### src/rtl/scan_fetch_pkg.sv
package scan_fetch_pkg;

    localparam int BEAT_BYTES = 4;
    localparam int PAL_BYTES  = 32;
    localparam int LEN_W      = 5;
    localparam int THR_W      = 6;
    localparam int FLAG_N     = 3;

    typedef enum logic [1:0] {
        RA_CTRL = 2'd0,
        RA_WIN  = 2'd1,
        RA_STAT = 2'd2,
        RA_IEN  = 2'd3
    } reg_addr_e;

    typedef struct packed {
        logic [THR_W-1:0] thr;
        logic [2:0]       bcode;
        logic             pal;
        logic             en;
    } ctrl_t;

    typedef enum logic [1:0] {
        SQ_IDLE,
        SQ_ISSUE,
        SQ_DATA,
        SQ_HALT
    } seq_state_e;

    function automatic logic code_ok(input logic [2:0] c);
        return c <= 3'd4;
    endfunction

    function automatic logic [LEN_W-1:0] code_beats(input logic [2:0] c);
        return LEN_W'(1) << c;
    endfunction

endpackage

### src/rtl/scan_fetch_regs.sv
module scan_fetch_regs
    import scan_fetch_pkg::*;
#(
    parameter int ADDR_W = 32
) (
    input  logic                  clk,
    input  logic                  rst,
    input  logic                  reg_we,
    input  logic [1:0]            reg_addr,
    input  logic [2*ADDR_W-1:0]   reg_wdata,
    output logic [2*ADDR_W-1:0]   reg_rdata,
    input  logic                  evt_eof,
    input  logic                  evt_pal,
    input  logic                  evt_unf,
    output ctrl_t                 cfg,
    output logic [ADDR_W-1:0]     sh_base,
    output logic [ADDR_W-1:0]     sh_ceil,
    output logic [FLAG_N-1:0]     status,
    output logic [FLAG_N-1:0]     ien,
    output logic [FLAG_N-1:0]     irq
);
    localparam int RW = 2 * ADDR_W;

    logic [FLAG_N-1:0] set_v;
    logic [FLAG_N-1:0] clr_v;

    assign set_v = {evt_unf, evt_pal, evt_eof};
    assign clr_v = (reg_we && reg_addr == RA_STAT) ? reg_wdata[FLAG_N-1:0] : '0;

    always_ff @(posedge clk) begin
        if (rst) begin
            cfg     <= '0;
            sh_base <= '0;
            sh_ceil <= '0;
            ien     <= '0;
            status  <= '0;
        end else begin
            status <= (status & ~clr_v) | set_v;
            if (reg_we) begin
                case (reg_addr)
                    RA_CTRL: begin
                        cfg.en  <= reg_wdata[0];
                        cfg.pal <= reg_wdata[1];
                        cfg.thr <= reg_wdata[8 +: THR_W];
                        if (code_ok(reg_wdata[4:2]))
                            cfg.bcode <= reg_wdata[4:2];
                    end
                    RA_WIN: begin
                        sh_base <= reg_wdata[ADDR_W-1:0];
                        sh_ceil <= reg_wdata[RW-1:ADDR_W];
                    end
                    RA_IEN:  ien <= reg_wdata[FLAG_N-1:0];
                    default: ;
                endcase
            end
        end
    end

    always_comb begin
        reg_rdata = '0;
        case (reg_addr)
            RA_CTRL: begin
                reg_rdata[0]           = cfg.en;
                reg_rdata[1]           = cfg.pal;
                reg_rdata[4:2]         = cfg.bcode;
                reg_rdata[8 +: THR_W]  = cfg.thr;
            end
            RA_WIN:  reg_rdata = {sh_ceil, sh_base};
            RA_STAT: reg_rdata[FLAG_N-1:0] = status;
            default: reg_rdata[FLAG_N-1:0] = ien;
        endcase
    end

    assign irq = status & ien;

endmodule

### src/rtl/scan_fetch_fifo.sv
module scan_fetch_fifo #(
    parameter int DATA_W = 32,
    parameter int DEPTH  = 32
) (
    input  logic                       clk,
    input  logic                       rst,
    input  logic                       push,
    input  logic [DATA_W-1:0]          wdata,
    input  logic                       pop,
    output logic [DATA_W-1:0]          rdata,
    output logic [$clog2(DEPTH+1)-1:0] count
);
    localparam int PW = $clog2(DEPTH);
    localparam int CW = $clog2(DEPTH + 1);

    logic [DATA_W-1:0] store [DEPTH];
    logic [PW-1:0]     wp;
    logic [PW-1:0]     rp;
    logic              do_push;
    logic              do_pop;

    assign do_push = push && (count != CW'(DEPTH));
    assign do_pop  = pop && (count != '0);

    always_ff @(posedge clk) begin
        if (do_push)
            store[wp] <= wdata;
    end

    always_ff @(posedge clk) begin
        if (rst) begin
            wp    <= '0;
            rp    <= '0;
            count <= '0;
        end else begin
            if (do_push) wp <= wp + 1'b1;
            if (do_pop)  rp <= rp + 1'b1;
            case ({do_push, do_pop})
                2'b10:   count <= count + 1'b1;
                2'b01:   count <= count - 1'b1;
                default: ;
            endcase
        end
    end

    assign rdata = store[rp];

endmodule

### src/rtl/scan_fetch_seq.sv
module scan_fetch_seq
    import scan_fetch_pkg::*;
#(
    parameter int ADDR_W = 32,
    parameter int DEPTH  = 32,
    parameter int CNT_W  = 6
) (
    input  logic                 clk,
    input  logic                 rst,
    input  ctrl_t                cfg,
    input  logic [ADDR_W-1:0]    sh_base,
    input  logic [ADDR_W-1:0]    sh_ceil,
    input  logic [CNT_W-1:0]     fifo_count,
    output logic                 mem_req,
    output logic [ADDR_W-1:0]    mem_addr,
    output logic [LEN_W-1:0]     mem_len,
    input  logic                 mem_gnt,
    input  logic                 mem_rvalid,
    output logic                 fifo_push,
    output logic                 evt_eof,
    output logic                 evt_pal,
    output logic [LEN_W-1:0]     burst_beats,
    output logic [ADDR_W-1:0]    act_base,
    output logic [ADDR_W-1:0]    act_lim,
    output logic                 act_pal
);
    localparam int SHIFT = $clog2(BEAT_BYTES);

    seq_state_e        st;
    logic [ADDR_W-1:0] ptr;
    logic [LEN_W-1:0]  beats_left;
    logic [ADDR_W-1:0] rem_beats;
    logic [LEN_W-1:0]  len;
    logic [CNT_W-1:0]  free_slots;
    logic              space_ok;
    logic              beat;
    logic              last_beat;
    logic              region_end;
    logic              load_now;

    assign burst_beats = code_beats(cfg.bcode);
    assign rem_beats   = ((act_lim - ptr) >> SHIFT) + 1'b1;
    assign len         = (rem_beats < ADDR_W'(burst_beats)) ? rem_beats[LEN_W-1:0]
                                                            : burst_beats;
    assign free_slots  = CNT_W'(DEPTH) - fifo_count;
    assign space_ok    = act_pal || (free_slots >= CNT_W'(len));

    assign mem_req  = (st == SQ_ISSUE) && cfg.en && space_ok;
    assign mem_addr = ptr;
    assign mem_len  = len;

    assign beat       = (st == SQ_DATA) && mem_rvalid;
    assign last_beat  = beat && (beats_left == LEN_W'(1));
    assign region_end = last_beat && (ptr + ADDR_W'(BEAT_BYTES - 1) == act_lim);
    assign fifo_push  = beat && !act_pal;
    assign evt_eof    = region_end && !act_pal;
    assign evt_pal    = region_end && act_pal;
    assign load_now   = cfg.en && ((st == SQ_IDLE) || (region_end && !act_pal));

    always_ff @(posedge clk) begin
        if (rst) begin
            act_base <= '0;
            act_lim  <= '0;
            act_pal  <= 1'b0;
            ptr      <= '0;
        end else if (load_now) begin
            act_base <= sh_base;
            act_pal  <= cfg.pal;
            act_lim  <= cfg.pal ? sh_base + ADDR_W'(PAL_BYTES - 1) : sh_ceil;
            ptr      <= sh_base;
        end else if (beat) begin
            ptr <= ptr + ADDR_W'(BEAT_BYTES);
        end
    end

    always_ff @(posedge clk) begin
        if (rst) begin
            st         <= SQ_IDLE;
            beats_left <= '0;
        end else begin
            case (st)
                SQ_IDLE:
                    if (cfg.en) st <= SQ_ISSUE;
                SQ_ISSUE:
                    if (!cfg.en) begin
                        st <= SQ_IDLE;
                    end else if (mem_req && mem_gnt) begin
                        beats_left <= len;
                        st         <= SQ_DATA;
                    end
                SQ_DATA:
                    if (beat) begin
                        beats_left <= beats_left - 1'b1;
                        if (last_beat) begin
                            if (region_end && act_pal) st <= SQ_HALT;
                            else                       st <= cfg.en ? SQ_ISSUE : SQ_IDLE;
                        end
                    end
                default:
                    if (!cfg.en) st <= SQ_IDLE;
            endcase
        end
    end

endmodule

### src/rtl/scan_fetch.sv
module scan_fetch
    import scan_fetch_pkg::*;
#(
    parameter int ADDR_W     = 32,
    parameter int DATA_W     = 32,
    parameter int FIFO_DEPTH = 32
) (
    input  logic                  clk,
    input  logic                  rst,
    input  logic                  reg_we,
    input  logic [1:0]            reg_addr,
    input  logic [2*ADDR_W-1:0]   reg_wdata,
    output logic [2*ADDR_W-1:0]   reg_rdata,
    output logic                  mem_req,
    output logic [ADDR_W-1:0]     mem_addr,
    output logic [LEN_W-1:0]      mem_len,
    input  logic                  mem_gnt,
    input  logic                  mem_rvalid,
    input  logic [DATA_W-1:0]     mem_rdata,
    input  logic                  pix_rdy,
    output logic                  pix_valid,
    output logic [DATA_W-1:0]     pix_data,
    output logic [FLAG_N-1:0]     irq
);
    localparam int CNT_W = $clog2(FIFO_DEPTH + 1);

    ctrl_t             cfg;
    logic [ADDR_W-1:0] sh_base;
    logic [ADDR_W-1:0] sh_ceil;
    logic [FLAG_N-1:0] status;
    logic [FLAG_N-1:0] ien;
    logic [CNT_W-1:0]  fifo_count;
    logic              fifo_push;
    logic              fifo_pop;
    logic              evt_eof;
    logic              evt_pal;
    logic              evt_unf;
    logic              primed;
    logic [LEN_W-1:0]  burst_beats;
    logic [ADDR_W-1:0] act_base;
    logic [ADDR_W-1:0] act_lim;
    logic              act_pal;

    scan_fetch_regs #(.ADDR_W(ADDR_W)) u_regs (
        .clk(clk), .rst(rst),
        .reg_we(reg_we), .reg_addr(reg_addr), .reg_wdata(reg_wdata), .reg_rdata(reg_rdata),
        .evt_eof(evt_eof), .evt_pal(evt_pal), .evt_unf(evt_unf),
        .cfg(cfg), .sh_base(sh_base), .sh_ceil(sh_ceil),
        .status(status), .ien(ien), .irq(irq)
    );

    scan_fetch_seq #(.ADDR_W(ADDR_W), .DEPTH(FIFO_DEPTH), .CNT_W(CNT_W)) u_seq (
        .clk(clk), .rst(rst), .cfg(cfg),
        .sh_base(sh_base), .sh_ceil(sh_ceil), .fifo_count(fifo_count),
        .mem_req(mem_req), .mem_addr(mem_addr), .mem_len(mem_len),
        .mem_gnt(mem_gnt), .mem_rvalid(mem_rvalid),
        .fifo_push(fifo_push), .evt_eof(evt_eof), .evt_pal(evt_pal),
        .burst_beats(burst_beats), .act_base(act_base), .act_lim(act_lim), .act_pal(act_pal)
    );

    scan_fetch_fifo #(.DATA_W(DATA_W), .DEPTH(FIFO_DEPTH)) u_fifo (
        .clk(clk), .rst(rst),
        .push(fifo_push), .wdata(mem_rdata),
        .pop(fifo_pop), .rdata(pix_data), .count(fifo_count)
    );

    always_ff @(posedge clk) begin
        if (rst || !cfg.en)
            primed <= 1'b0;
        else if (fifo_count >= CNT_W'(cfg.thr))
            primed <= 1'b1;
    end

    assign pix_valid = primed && (fifo_count != '0);
    assign fifo_pop  = pix_rdy && pix_valid;
    assign evt_unf   = primed && pix_rdy && (fifo_count == '0);

endmodule

### config.mk
export PLATFORM = sky130hd
export DESIGN_NAME = scan_fetch
export DESIGN_NICKNAME = d
export VERILOG_FILES = /design/src/rtl/scan_fetch_pkg.sv /design/src/rtl/scan_fetch_regs.sv /design/src/rtl/scan_fetch_fifo.sv /design/src/rtl/scan_fetch_seq.sv /design/src/rtl/scan_fetch.sv
export SDC_FILE = /design/constraint.sdc
export NUM_CORES = 1
export LEC_CHECK = 0
export ABC_AREA = 1
export BUFFER_PORTS_ARGS = -buffer_cell sky130_fd_sc_hd__buf_2
export CAP_MARGIN = 20
export CORE_MARGIN = 2
export CORE_UTILIZATION = 53
export DETAILED_ROUTE_END_ITERATION = 8
export PLACE_DENSITY = 0.7
export SLEW_MARGIN = 5
export SYNTH_ARGS = -nofsm -noshare
export SYNTH_HDL_FRONTEND = slang
export SYNTH_SLANG_ARGS = --single-unit
### constraint.sdc
create_clock -name clk -period 12.9 [get_ports clk]
set_input_delay 1.29 -clock clk [delete_from_list [all_inputs] [get_ports clk]]
set_output_delay 1.29 -clock clk [all_outputs]
set_load 0.02 [all_outputs]
==> results of run 1 <==
where the power goes:
| part | switching [mW] | internal [mW] | leakage [nW] |
|---|---|---|---|
| Combinational | 0.639 | 0.252 | 9.07 |
| Clock | 1.47 | 1.81 | 1.80 |
| Sequential | 0.0381 | 4.23 | 10.6 |
| Total | 2.14 | 6.29 | 21.5 |
final cells by class:
class | count | area [um2] | area share (%)
flip-flops and latches | 1199 | 34300 | 57.3
inverters | 371 | 1410 | 2.36
diodes | 6 | 15.0 | 0.0251
well taps | 1298 | 1620 | 2.72
repair buffers | 300 | 1690 | 2.84
multi-input cells | 3262 | 17000 | 28.5
clock inverters | 62 | 551 | 0.921
clock buffers | 157 | 3160 | 5.29
worst reg2reg max path: cells and delay by family, from the launching register on:
family	cells	cell delay [ns]
DFF	1	0.54
AOI/OAI and AO/OA	10	1.46
xor gates and xnor gates	1	0.13
and+or+nand+nor	16	2.35
buffers and inverters	4	0.52
adders and majority gates	2	0.70
through the flow:
step	area, um2	hold slack [ns]
floorplan	53600	0.439
global placement	56000	0.461
detailed placement	56000	0.467
CTS	59700	0.476
global route	59700	0.497
finish	59800	0.476
layer usage:
layer / part of all wire, % / wire (um) / up-vias / global-route usage (%)
li1: - / - / 18600 / -
met1: 40 / 62000 / 19900 / 39.3
met2: 48 / 75400 / 1946 / 49.1
met3: 8.2 / 12700 / 348 / 4.53
met4: 3.8 / 6000 / 4 / 11.8
met5: 0.019 / 29 / - / 0
cell usage in the layout, fill, tap and decap left out, types with 7 or more instances in the layout:
cell,instances
nand4_1,48
buf_4,56
o221ai_1,184
nor3_1,34
inv_2,11
a31oi_1,38
o21ai_1,15
ha_1,67
clkbuf_1,31
clkinv_2,18
buf_2,241
xnor2_1,20
dfxtp_1,170
nand3_2,7
inv_1,354
clkinv_1,29
nor2_2,19
o21ai_0,757
clkbuf_16,117
a21oi_1,199
nand2_2,21
nand3_1,208
nor2_4,36
nand3b_1,8
edfxtp_1,1024
nor4_1,9
nor2_1,823
xor2_1,73
o22ai_1,82
clkbuf_8,8
nand2_1,536
a32oi_1,25
worst paths after layout:
path,slack (ns),cells after the start,endpoint
worst max-delay path,5.93,28,mem_req
worst min-delay path,0.48,2,u_regs.ien[2]
worst max register to register,7.07,33,u_seq.beats_left[4]
worst min register to register,0.48,2,u_regs.ien[2]
registers in the layout, summed over array words and instances (netlist names), named ones only:
register and flops:
u_fifo.store 1024, u_regs.sh_base 32, u_regs.sh_ceil 32, u_seq.act_lim 32
u_seq.mem_addr 32, u_regs.cfg 11, u_fifo.count 6, u_fifo.rp 5
u_fifo.wp 5, u_seq.beats_left 5, u_regs.ien 3, u_regs.status 3
u_seq.st 2, primed 1, u_seq.act_pal 1
logic make-up after synthesis:
kind of cell,Yosys count,synth area share [%]
compound gates,1321,14.2
flops,1199,63.9
xor+xnor,93,1.52
fa+ha+maj,68,1.60
simple gates,1780,14.0
buf+inv,663,4.75
==> metrics.txt, run 1 <==
Setup TNS Final=0 ns; Clock Latency Late Sink=0.74 ns; Synth top area share=57.4%; Async S/R FF share, synth=0%; Synth Net Count=5,296; Clock transition at path regs=0.06 ns; Fin. Hold Viols=0; Resize count post-CTS=0; Worst Path Arrival=5.68 ns; synthesized area=0.0536 mm2; Worst Tran Pin Value=1.11 ns; Final Instance Count excl. Fillers=6,655; cts hold-fix bufs=0; Chip Width=322 um; most frequent cell after synthesis=edfxtp_1; via/cell ratio=6.12; vias in the first global route=37,700; Synth area leaders=edfxtp_1 (57%), o21ai_0 (7.1%), dfxtp_1 (6.5%); Final GP Congestion=0.967; layout cells sized above 1=11.0%; worst hold start=u_regs.ien[2]; Mean Syn Cell Area=10.5 um2; Die H=322 um; count of cell types in the netlist=55; Hold Crit Class=reg -> reg; Post-Place Worst Slack=6.67 ns; final-report max-slew violation count=0; critical path launch point=u_seq.mem_addr[16]; postcts setup bufs=0; total CTS buffers=117; most area-hungry cell type in the Yosys netlist=edfxtp_1; largest net degree at the start of global routing=237; drt total wl=156,000 um; post-route antenna net violation count=0; DP Cell Count=6,429; Area Overhead vs Synth=11.5%; Setup-failing EPs final=0; RSZ-0062 raised after global routing=false; Post-synth EDFFs=1,024; pwr dens=141 mW/mm2; vias=40,700; Syn Inst Count=5,124; io pins=242; Main synth FF type=edfxtp_1; CP Max Fanout=9; leakage=21.5 nW; flops & latches, synth=1,199; dpl hpwl=91,900 um; status=finished clean; Util after Layout=59.7%; CP Buf/Inv Count=4; Slowest-stage cell, CP=dfxtp_1; yosys warns=0; Max Cap Viol=0; Crit Path Class=reg -> out; Final #Nets=5,423; Clock Skews=0.0631 ns; site row count=116; Die ar.=0.104 mm2; CTS sink count=1,199; min setup slack post-route=5.93 ns; CP max stage delay=0.54 ns; normalized max-slew margin=25.8%; CP Data Required Time=11.61 ns; Avg WL per Cell=23.5 um; CP delay by family, top=simple AND/OR/NAND/NOR gates; first-pass GRT wire length=232,000 um; DRC=0; register area share after synthesis=63.9%; GRT Util Overall=29.6%; CTS max path bufs=3; Core Area=0.100 mm2; H-tree Lvls=3; Worst path most repeated cell=nand2_1; CTS Root Cell=clkbuf_16; GRT Residual Overflow=0; endpoint class of the critical path=primary output; startpoint types=register; fill count=8,201; period utilisation layout=54.0%; drt first pass iters=6; Final min period=6.97 ns; initial antenna violation count=17; Commonest cells post-synth=edfxtp_1 (1,024), nor2_1 (852), o21ai_0 (757); max frequency=143 MHz; Initial Util=53.5%; DRT iter0 DRCs=5,061; Final Total Pwr=8.43 mW; I/O Buffers=241; worst r2r src=u_seq.mem_addr[16]; CTS tree=yes; Max VDD drop=0.164 mV
(Power assumes the default switching activity.)
==> run 2: changes to the inputs <==
--- a/config.mk
+++ b/config.mk
@@ -11,7 +11,7 @@
 export CORE_MARGIN = 2
 export CORE_UTILIZATION = 53
 export DETAILED_ROUTE_END_ITERATION = 8
-export PLACE_DENSITY = 0.7
+export PLACE_DENSITY = 0.73
 export SLEW_MARGIN = 5
 export SYNTH_ARGS = -nofsm -noshare
 export SYNTH_HDL_FRONTEND = slang
==> constraint.sdc (replaced) <==
create_clock -name clk -period 5.9 [get_ports clk]
set_input_delay 0.59 -clock clk [delete_from_list [all_inputs] [get_ports clk]]
set_output_delay 0.59 -clock clk [all_outputs]
set_load 0.02 [all_outputs]
==> run 2 against run 1 <==
  * Core utilization grew 1.4 points
  * Clock-buffer cell count shrank 17
  * Clock skew grew 0.016 ns
  * Cell area grew 2.4%
  * Sequential share of layout area shrank 1.3 points
  * Non-clock buffer count grew 52
  * Worst hold slack lost 0.28 ns
  * First-iteration DRC count shrank 0.12%
  * Total power grew 130%
  * Sequential power grew 120%
  * Critical path depth is the same
  * Global-route usage grew 0.25 points
  * Critical endpoint unchanged
  * Highest routed layer unchanged
==> metrics.txt, run 2 (synthesized netlist as in run 1, its figures left out) <==
dpl hpwl=93,200 um; detailed-routed wire length on met2=76,100 um; met1 WL=60,700 um; site row count=116; CP Data Required Time=5.31 ns; total CTS buffers=116; Util after Layout=61.1%; Setup TNS Final=0 ns; Final GP Congestion=0.979; pwr dens=316 mW/mm2; Worst Tran Pin Value=1.16 ns; final instance area=0.0612 mm2; I/O Buffers=241; Slowest-stage cell, CP=ha_2; Crit Path Class=reg -> out; normalized max-slew margin=22.7%; fill count=7,918; CTS max path bufs=3; CP Max Fanout=6; CTS tree=yes; leakage=22.0 nW; Final #Nets=5,474; DR WL met3=14,400 um; CTS Root Cell=clkbuf_16; Reg2Reg Setup Slack=0.87 ns; Setup-failing EPs final=0; max frequency=177 MHz; DRC=0; status=finished clean; Core Area=0.100 mm2; Die ar.=0.104 mm2; via/cell ratio=6.15; Final min period=5.65 ns; max reg flops=1,024; dpl cell area=0.0564 mm2; Max VDD drop=0.295 mV; drt first pass iters=5; Final Total Pwr=19.3 mW; CP max stage delay=0.42 ns; uppermost layer routed=met5; r2r endpoint=u_seq.beats_left[4]; most frequent cells in the layout=edfxtp_1 (1,024), nor2_1 (800), o21ai_0 (755); Die H=322 um; post-route antenna net violation count=0; cells on worst reg2reg path=33; Area Overhead vs Synth=14.1%; Hold Crit Class=in -> reg; largest net degree at the start of global routing=199; Clock Latency Late Sink=0.75 ns; endpoint class of the critical path=primary output; Clock Skews=0.0791 ns; first-pass GRT wire length=234,000 um; layout cells sized above 1=14.2%; worst r2r src=u_seq.mem_addr[27]; Clock transition at path regs=0.06 ns; Chip Width=322 um; Max Cap Viol=0; worst hold start=reg_wdata[63]; period utilisation layout=95.7%; Largest Register=u_fifo.store; Worst path most repeated cell=nand2_1; cts hold-fix bufs=0; Initial Util=53.5%; Fin. Hold Viols=0; GRT Residual Overflow=0; hold depth=3; initial antenna violation count=15; drt total wl=159,000 um; H-tree Lvls=3; vias in the first global route=38,900; DRT iter0 DRCs=5,055; io pins=242; startpoint types=register; Min-Delay Endpoint=u_regs.sh_ceil[31]; Worst Path Arrival=5.06 ns; most common cell after layout, fill and taps aside=edfxtp_1; CTS sink count=1,199; final-report max-slew violation count=0; vias=41,300; Avg WL per Cell=23.7 um; GRT Util Overall=29.9%
## run 2: changes by cell type in the layout (fill, tap and decap cells not counted), moves of 10 or more
cell       delta
dfxtp_1      -12
nor2_2       +10
ha_4         +22
nand2_2      +25
nor2_1       -23
nand2_1      -26
ha_1         -27
buf_4        +44
nor2_4       +13
bufinv_16    +14
clkbuf_1     -13
## run 2: how the worst max path moves through the flow
stage,from,endpoint,slack [ns],cells past startpoint
2_1_floorplan,u_seq.mem_addr[2],u_seq.beats_left[4],0.59,38
3_5_place_dp,u_seq.mem_addr[2],u_seq.beats_left[4],0.32,37
4_1_cts,u_seq.mem_addr[10],mem_req,0.002,30
5_1_grt,u_seq.mem_addr[27],mem_req,-0.03,29
3_3_place_gp,u_seq.mem_addr[13],u_seq.beats_left[4],0.37,34
6_report,u_seq.mem_addr[27],mem_req,0.25,28
## run 2: layout make-up
type / instances / area, um2 / area share (%)
Clock inverter: 81 / 932 / 1.52
Clock buffer: 140 / 3100 / 5.06
Inverter: 371 / 1410 / 2.31
Sequential cell: 1199 / 34300 / 56.1
Multi-Input combinational cell: 3262 / 17600 / 28.8
Antenna cell: 8 / 20.0 / 0.0327
Tap cell: 1298 / 1620 / 2.66
Timing Repair Buffer: 352 / 2180 / 3.56
## run 2: repair_timing
| item | CTS | global route |
|---|---|---|
| endpoints found under the setup margin | 1 | 3 |
| gates resized for setup | 18 | 135 |
| buffers inserted | 3 | 17 |
| cloned | 0 | 0 |
| pin swaps | 2 | 21 |
## run 2: stage by stage
step	worst slack (ns)	cells	hold slack, ns
floorplan	0.594	5124	0.439
global placement	0.370	6462	0.454
detailed placement	0.318	6462	0.459
CTS	0.00234	6686	0.164
global route	-0.0350	6707	0.180
finish	0.254	6711	0.194
## run 2: critical path: cells and delay by family (launching register included)
family	cells	cell delay, ns
flip-flops	1	0.41
XOR/XNOR	1	0.36
adder cells (fa/ha/maj)	2	0.70
AO/OA/AOI/OAI	7	1.01
buffers and inverters	5	0.66
AND/OR/NAND/NOR	13	1.20
## run 2: routing by layer
| layer | GRT usage, % | vias to the layer above |
|---|---|---|
| li1 | - | 18700 |
| met1 | 39.0 | 20000 |
| met2 | 49.1 | 2226 |
| met3 | 4.90 | 440 |
| met4 | 13.8 | 10 |
| met5 | 0 | - |
## run 2: where the power goes
| group | total (mW) | switching, mW | internal, mW |
|---|---|---|---|
| clock | 7.78 | 3.24 | 4.54 |
| combinational | 2.23 | 1.55 | 0.687 |
| sequential | 9.31 | 0.0693 | 9.24 |
